==> config.mk <==
export PLATFORM = sky130hd
export DESIGN_NAME = sio_host_ctrl
export DESIGN_NICKNAME = d
export VERILOG_FILES = /design/src/rtl/sio_ctrl_pkg.sv /design/src/rtl/sio_byte_queue.sv /design/src/rtl/sio_irq_gate.sv /design/src/rtl/sio_host_ctrl.sv
export SDC_FILE = /design/constraint.sdc
export NUM_CORES = 1
export LEC_CHECK = 0
export BUFFER_PORTS_ARGS = -buffer_cell sky130_fd_sc_hd__buf_2
export CORE_AREA = 4 4 147 149
export DETAILED_ROUTE_END_ITERATION = 6
export DIE_AREA = 0 0 151 153
export PLACE_DENSITY = 0.77
export RECOVER_POWER = 100
export SYNTH_ARGS = -nofsm -noshare
export SYNTH_HDL_FRONTEND = slang
export SYNTH_SLANG_ARGS = --single-unit
==> constraint.sdc <==
create_clock -name clk -period 7.15 [get_ports clk]
set_input_delay 0.3575 -clock clk [delete_from_list [all_inputs] [get_ports clk]]
set_output_delay 0.3575 -clock clk [all_outputs]
set_load 0.005 [all_outputs]
==> src/rtl/sio_ctrl_pkg.sv <==
package sio_ctrl_pkg;

   localparam logic [2:0] OFS_DATA = 3'd0;
   localparam logic [2:0] OFS_IEN  = 3'd1;
   localparam logic [2:0] OFS_FCTL = 3'd2;

   // interrupt mask bit positions
   localparam int IEN_RXRDY = 0;
   localparam int IEN_TXMT  = 1;
   localparam int IEN_LSTAT = 2;
   localparam int IEN_MSTAT = 3;
   localparam int N_SRC     = 4;

   typedef struct packed {
      logic [1:0] trig;    // 7:6
      logic [1:0] rsvd;    // 5:4
      logic       dma_sel; // 3, no effect
      logic       tx_clr;  // 2
      logic       rx_clr;  // 1
      logic       ena;     // 0
   } fctl_t;

   function automatic int unsigned trig_bytes(input logic [1:0] code);
      case (code)
         2'b00:   return 1;
         2'b01:   return 4;
         2'b10:   return 8;
         default: return 14;
      endcase
   endfunction

endpackage

==> src/rtl/sio_byte_queue.sv <==
module sio_byte_queue #(
   parameter int W     = 8,
   parameter int DEPTH = 16,
   localparam int AW   = (DEPTH > 1) ? $clog2(DEPTH) : 1,
   localparam int CW   = $clog2(DEPTH + 1)
) (
   input  logic          clk,
   input  logic          rst_n,
   input  logic          flush,
   input  logic          one_slot,
   input  logic          push,
   input  logic [W-1:0]  din,
   input  logic          pop,
   output logic [W-1:0]  dout,
   output logic [CW-1:0] count
);

   logic [W-1:0]  mem [DEPTH];
   logic [AW-1:0] wr_ptr, rd_ptr, wr_nxt, rd_nxt;
   logic [CW-1:0] cap;
   logic          full, acc_push, acc_pop;

   assign cap      = one_slot ? CW'(1) : CW'(DEPTH);
   assign full     = (count >= cap);
   assign acc_push = push && !full;
   assign acc_pop  = pop && (count != '0);
   assign dout     = mem[rd_ptr];

   generate
      if ((DEPTH & (DEPTH - 1)) == 0) begin : g_wrap_pow2
         assign wr_nxt = wr_ptr + AW'(1);
         assign rd_nxt = rd_ptr + AW'(1);
      end else begin : g_wrap_cmp
         assign wr_nxt = (wr_ptr == AW'(DEPTH - 1)) ? '0 : wr_ptr + AW'(1);
         assign rd_nxt = (rd_ptr == AW'(DEPTH - 1)) ? '0 : rd_ptr + AW'(1);
      end
   endgenerate

   always_ff @(posedge clk) begin
      if (acc_push && !flush) mem[wr_ptr] <= din;
   end

   always_ff @(posedge clk) begin
      if (!rst_n || flush) begin
         wr_ptr <= '0;
         rd_ptr <= '0;
         count  <= '0;
      end else begin
         if (acc_push) wr_ptr <= wr_nxt;
         if (acc_pop)  rd_ptr <= rd_nxt;
         case ({acc_push, acc_pop})
            2'b10:   count <= count + CW'(1);
            2'b01:   count <= count - CW'(1);
            default: count <= count;
         endcase
      end
   end

   assert_count_bound_R14 : assert property (@(posedge clk) disable iff (!rst_n)
      count <= CW'(DEPTH));
   assert_one_slot_R10 : assert property (@(posedge clk) disable iff (!rst_n)
      (one_slot && $stable(one_slot)) |-> count <= CW'(1));
   assert_flush_empties_R7 : assert property (@(posedge clk) disable iff (!rst_n)
      flush |=> count == '0);

endmodule

==> src/rtl/sio_irq_gate.sv <==
module sio_irq_gate #(
   parameter int N = 4
) (
   input  logic         clk,
   input  logic         rst_n,
   input  logic [N-1:0] en,
   input  logic [N-1:0] cond,
   output logic         irq
);

   logic [N-1:0] req;

   generate
      for (genvar i = 0; i < N; i++) begin : g_src
         assign req[i] = en[i] & cond[i];
      end
   endgenerate

   assign irq = |req;

   assert_quiet_mask_R3 : assert property (@(posedge clk) disable iff (!rst_n)
      (en == '0) |-> !irq);

endmodule

==> src/rtl/sio_host_ctrl.sv <==
module sio_host_ctrl
   import sio_ctrl_pkg::*;
#(
   parameter int DEPTH = 16,
   localparam int CW   = $clog2(DEPTH + 1)
) (
   input  logic          clk,
   input  logic          rst_n,
   input  logic [2:0]    bus_addr,
   input  logic          bus_dlab,
   input  logic          bus_wr,
   input  logic          bus_rd,
   input  logic [7:0]    bus_wdata,
   output logic [7:0]    bus_rdata,
   input  logic          rx_strobe,
   input  logic [7:0]    rx_byte,
   input  logic          tx_shift_idle,
   output logic          tx_load,
   output logic [7:0]    tx_load_byte,
   input  logic          src_rx_timeout,
   input  logic          src_line_status,
   input  logic          src_modem_status,
   output logic          irq,
   output logic          fifo_mode,
   output logic [CW-1:0] rx_count,
   output logic [CW-1:0] tx_count
);

   initial begin : param_check
      assert (DEPTH >= 14) else $error("DEPTH must cover the largest trigger level");
   end

   logic [N_SRC-1:0] ien_q;
   logic [1:0]       trig_q;
   logic             fmode_q;
   fctl_t            fw;
   logic             ien_wr, fctl_wr, thr_wr, rbr_rd;
   logic             rx_flush, tx_flush, rx_ready;
   logic [7:0]       rx_head;
   logic [N_SRC-1:0] cond;

   assign fw      = fctl_t'(bus_wdata);
   assign ien_wr  = bus_wr && (bus_addr == OFS_IEN) && !bus_dlab;
   assign fctl_wr = bus_wr && (bus_addr == OFS_FCTL);
   assign thr_wr  = bus_wr && (bus_addr == OFS_DATA) && !bus_dlab;
   assign rbr_rd  = bus_rd && (bus_addr == OFS_DATA) && !bus_dlab;

   // enable bit qualifies the remaining fields; a clear enable flushes both
   assign rx_flush = fctl_wr && (!fw.ena || fw.rx_clr);
   assign tx_flush = fctl_wr && (!fw.ena || fw.tx_clr);

   always_ff @(posedge clk) begin
      if (!rst_n) begin
         ien_q   <= '0;
         fmode_q <= 1'b0;
         trig_q  <= 2'b00;
      end else begin
         if (ien_wr) ien_q <= bus_wdata[N_SRC-1:0];
         if (fctl_wr) begin
            fmode_q <= fw.ena;
            if (fw.ena) trig_q <= fw.trig;
         end
      end
   end

   sio_byte_queue #(.W(8), .DEPTH(DEPTH)) u_rxq (
      .clk(clk), .rst_n(rst_n), .flush(rx_flush), .one_slot(!fmode_q),
      .push(rx_strobe), .din(rx_byte), .pop(rbr_rd),
      .dout(rx_head), .count(rx_count));

   sio_byte_queue #(.W(8), .DEPTH(DEPTH)) u_txq (
      .clk(clk), .rst_n(rst_n), .flush(tx_flush), .one_slot(!fmode_q),
      .push(thr_wr), .din(bus_wdata), .pop(tx_load),
      .dout(tx_load_byte), .count(tx_count));

   assign tx_load = tx_shift_idle && (tx_count != '0);

   always_comb begin
      bus_rdata = 8'h00;
      if (!bus_dlab && bus_addr == OFS_DATA) bus_rdata = rx_head;
      if (!bus_dlab && bus_addr == OFS_IEN)  bus_rdata = {{(8-N_SRC){1'b0}}, ien_q};
   end

   assign rx_ready = fmode_q ? ((32'(rx_count) >= trig_bytes(trig_q)) || src_rx_timeout)
                             : (rx_count != '0);

   always_comb begin
      cond            = '0;
      cond[IEN_RXRDY] = rx_ready;
      cond[IEN_TXMT]  = (tx_count == '0);
      cond[IEN_LSTAT] = src_line_status;
      cond[IEN_MSTAT] = src_modem_status;
   end

   sio_irq_gate #(.N(N_SRC)) u_irq (
      .clk(clk), .rst_n(rst_n), .en(ien_q), .cond(cond), .irq(irq));

   assign fifo_mode = fmode_q;

   assert_fctl_off_R5 : assert property (@(posedge clk) disable iff (!rst_n)
      (fctl_wr && !bus_wdata[0]) |=> (!fifo_mode && rx_count == '0 && tx_count == '0));
   assert_ien_upper_R2 : assert property (@(posedge clk) disable iff (!rst_n)
      (!bus_dlab && bus_addr == OFS_IEN) |-> bus_rdata[7:4] == 4'h0);
   assert_fctl_unreadable_R4 : assert property (@(posedge clk) disable iff (!rst_n)
      (bus_addr == OFS_FCTL) |-> bus_rdata == 8'h00);
   assert_tx_handover_R12 : assert property (@(posedge clk) disable iff (!rst_n)
      (tx_load && !thr_wr && !tx_flush) |=> tx_count == $past(tx_count) - CW'(1));

endmodule

==> results_dict.tcl <==
set metrics [dict create \
    synthesis.nets 720 \
    drt_pass1_iterations 5 \
    drive_above_1_share_pct 19.8 \
    die_area_um2 23100 \
    ff2ff_path_depth 13 \
    rows 52 \
    power_frac_seq_pct 52.4 \
    grt_pass1_vias 6657 \
    drc_errors 0 \
    regToRegSetupSlack_ns 3.37 \
    core_um2 20200 \
    startpoint_type "flop" \
    r2r-end "u_rxq.count[4]" \
    cts_buffers 29 \
    violations "capacitance limit, slew limit" \
    min_to "ien_q[2]" \
    power-per-cell-area_nw_per_um2 276 \
    clkLatencyLatePin_ns 0.54 \
    cts.sinks 297 \
    n_antenna_cell 0 \
    cp_cell_sequence "clkbuf_1 -> mux4_2 -> mux4_2 -> clkbuf_1" \
    clkPwrFrac_pct 40.6 \
    arrival_ns 4.17 \
    min_from "rst_n" \
    netSwitchingPower_mw 0.802 \
    ys_types 47 \
    synth_cells 663 \
    cts_tree "yes" \
    synth_ff_type "edfxtp_1" \
    status "finished with violations" \
    initial_core_util_pct 59.6 \
    maxCapViolations 7 \
    final_area_um2 13500 \
    period_share_pct 63.3 \
    fin_util_pct 66.7 \
    dp_hpwl_um 15600 \
    min_path_type "input port to flop" \
    ys_warn_count 0 \
    ir_worst_vdd_uv 199 \
    end_kind "output pin" \
    hold_buffers 0 \
    placed_cell_area_um2 12600 \
    grt_max_degree 33 \
    fin_skew_ns 0.0212 \
    grt_use_total_pct 22.6 \
    nets 789 \
    p_comb_share_pct 7.0 \
    grt_pass1_wl_um 39200 \
    seq_area_frac_synth_pct 70.8 \
    antenna_found_initial 0 \
    critPathRequiredTime_ns 6.79 \
    drt-vias-per-instance 6.18 \
    netlist_area_um2 12000 \
    fp.dieW_um 151 \
    path_class "flop to output pin" \
    final_common_cell "edfxtp_1" \
    wl_um 25000 \
    synth_seq_cells 297 \
    syn_avg_cell_area_um2 18.1 \
    slew_headroom_pct -79.9 \
    hold_violations 0 \
    ctsLongestPathBuffers 3 \
    fp.dieH_um 153 \
    fmax_mhz 221 \
    synth_edf_count 256 \
    io_pins 58 \
    wl_per_cell_um 24.4 \
    crit_fanout 32 \
    io_buffers 57 \
    p_int_mw 2.92 \
    cpPeakStageDelay_ns 1.90 \
    period_minus_slack_ns 4.53 \
    syn2layout_area_growth_pct 12.0 \
    timing.final.ws_setup_ns 2.62 \
    cts_setup_buffers 0 \
    cts.htree.levels 1 \
    crit_slowest_cell "clkbuf_1" \
    p_leak_nw 4.32 \
    clockRootBuffer "clkbuf_16" \
    final_max_slew_viol_count 92 \
    worstMarginPinSlew_ns 2.70 \
    r2r-start "u_rxq.count[0]" \
    p_sw_share_pct 21.6 \
    dp_slack_ns 3.63 \
    clk_pin_slew_ns 0.06 \
    drt_iter0_drc 784 \
    whs_path_depth 2 \
    setup_tns_ns 0 \
    cts_resized 0 \
    grt-ovfl-total 0 \
    rsz0062_at_grt "no" \
    mostFrequentLayoutCells "256 x edfxtp_1, 72 x mux4_2, 57 x nor2_1" \
    async_flop_share_pct 0 \
    ant_nets 0 \
    vias 6332 \
    setup_viol 0 \
    place.gp.congestion 0.829 \
]
-- metrics by stage --
step                total power [mW]  hold slack [ns]  cells
finish                          3.72            0.142   1024
global placement                2.23            0.487    971
floorplan                       2.15            0.456    663
CTS                             3.74            0.117   1024
global route                    3.86            0.131   1024
detailed placement              2.24            0.496    971
-- how the worst max path moves through the flow --
stage | from | endpoint | slack [ns] | cells after the start
finish | flop | tx_load_byte[1] | 2.62 | 4
global route | flop | tx_load_byte[6] | 2.07 | 4
CTS | u_rxq.count[0] | u_rxq.count[4] | 3.74 | 13
detailed placement | bus_dlab | u_rxq.count[4] | 3.63 | 11
global placement | bus_dlab | u_txq.count[4] | 3.79 | 12
floorplan | bus_dlab | u_txq.count[4] | 4.12 | 12
-- routing by layer --
layer  wire length, um  global-route usage (%)  vias to the layer above
li1                  -                       -                     2756
met1             10200                    32.6                     3261
met2             12700                    37.0                      280
met3              1760                    4.09                       35
met4               358                    4.49                        0
met5                 0                       0                        -
-- registers in the layout (all words and copies together), names as in the netlist, 5 cells and up, named ones only --
register,cells
u_rxq.count,5
u_txq.mem,128
u_rxq.mem,128
u_txq.count,5
-- layout make-up --
cell class | instances | area, um2
flip-flops and latches | 297 | 8510
clock inverters | 14 | 131
repair buffers | 63 | 278
well taps | 270 | 338
fillers | 1340 | 6710
clock buffers | 39 | 835
multi-input cells | 324 | 3310
inverters | 17 | 63.8
-- power by group through the flow --
stage / logic (mW) / clock network [mW] / registers, mW
5_1_grt: 0.288 / 1.62 / 1.95
3_3_place_gp: 0.247 / 0 / 1.98
3_5_place_dp: 0.261 / 0 / 1.98
6_report: 0.259 / 1.51 / 1.95
4_1_cts: 0.263 / 1.53 / 1.95
2_1_floorplan: 0.170 / 0 / 1.98
-- critical path: cells and delay by family (launching register included) --
| family | cells | cell delay (ns) |
|---|---|---|
| buffers and inverters | 2 | 2.04 |
| multiplexers | 2 | 1.26 |
| flip-flops | 1 | 0.30 |
-- logic make-up (layout without fill, tap and decap cells) --
| group | after synthesis | after routing | synth area share (%) |
|---|---|---|---|
| mux | 88 | 88 | 14.8 |
| compound gates | 55 | 55 | 2.91 |
| fa+ha+maj | 28 | 28 | 3.04 |
| buf+inv | 42 | 133 | 1.48 |
| xor+xnor | 18 | 18 | 1.31 |
| flops | 297 | 297 | 70.8 |
| simple gates | 135 | 135 | 5.66 |
-- synth_stat cells (all sizes together), types with 2 or more instances --
master | instances | area [um2]
a211oi | 3 | 22.5
inv | 17 | 63.8
nand2b | 7 | 43.8
nor2 | 58 | 220
or3 | 4 | 25.0
a22oi | 3 | 22.5
edfxtp | 256 | 7690
ha | 26 | 325
nor3 | 8 | 55.1
and2 | 2 | 12.5
or4 | 2 | 18.8
dfxtp | 41 | 821
nor4b | 2 | 23.8
nor2b | 7 | 43.8
and3 | 6 | 37.5
nand2 | 23 | 93.8
xor2 | 11 | 96.3
a21boi | 7 | 52.6
o22ai | 3 | 18.8
fa | 2 | 40.0
xnor2 | 7 | 61.3
buf | 16 | 80.1
mux4 | 72 | 1620
nand3 | 10 | 50.1
a21oi | 18 | 90.1
clkbuf | 9 | 33.8
a21o | 5 | 37.5
o31a | 2 | 17.5
nand4 | 2 | 12.5
o21ai | 10 | 50.1
mux2i | 16 | 160
Note: power is estimated with default switching activity, not from simulation.
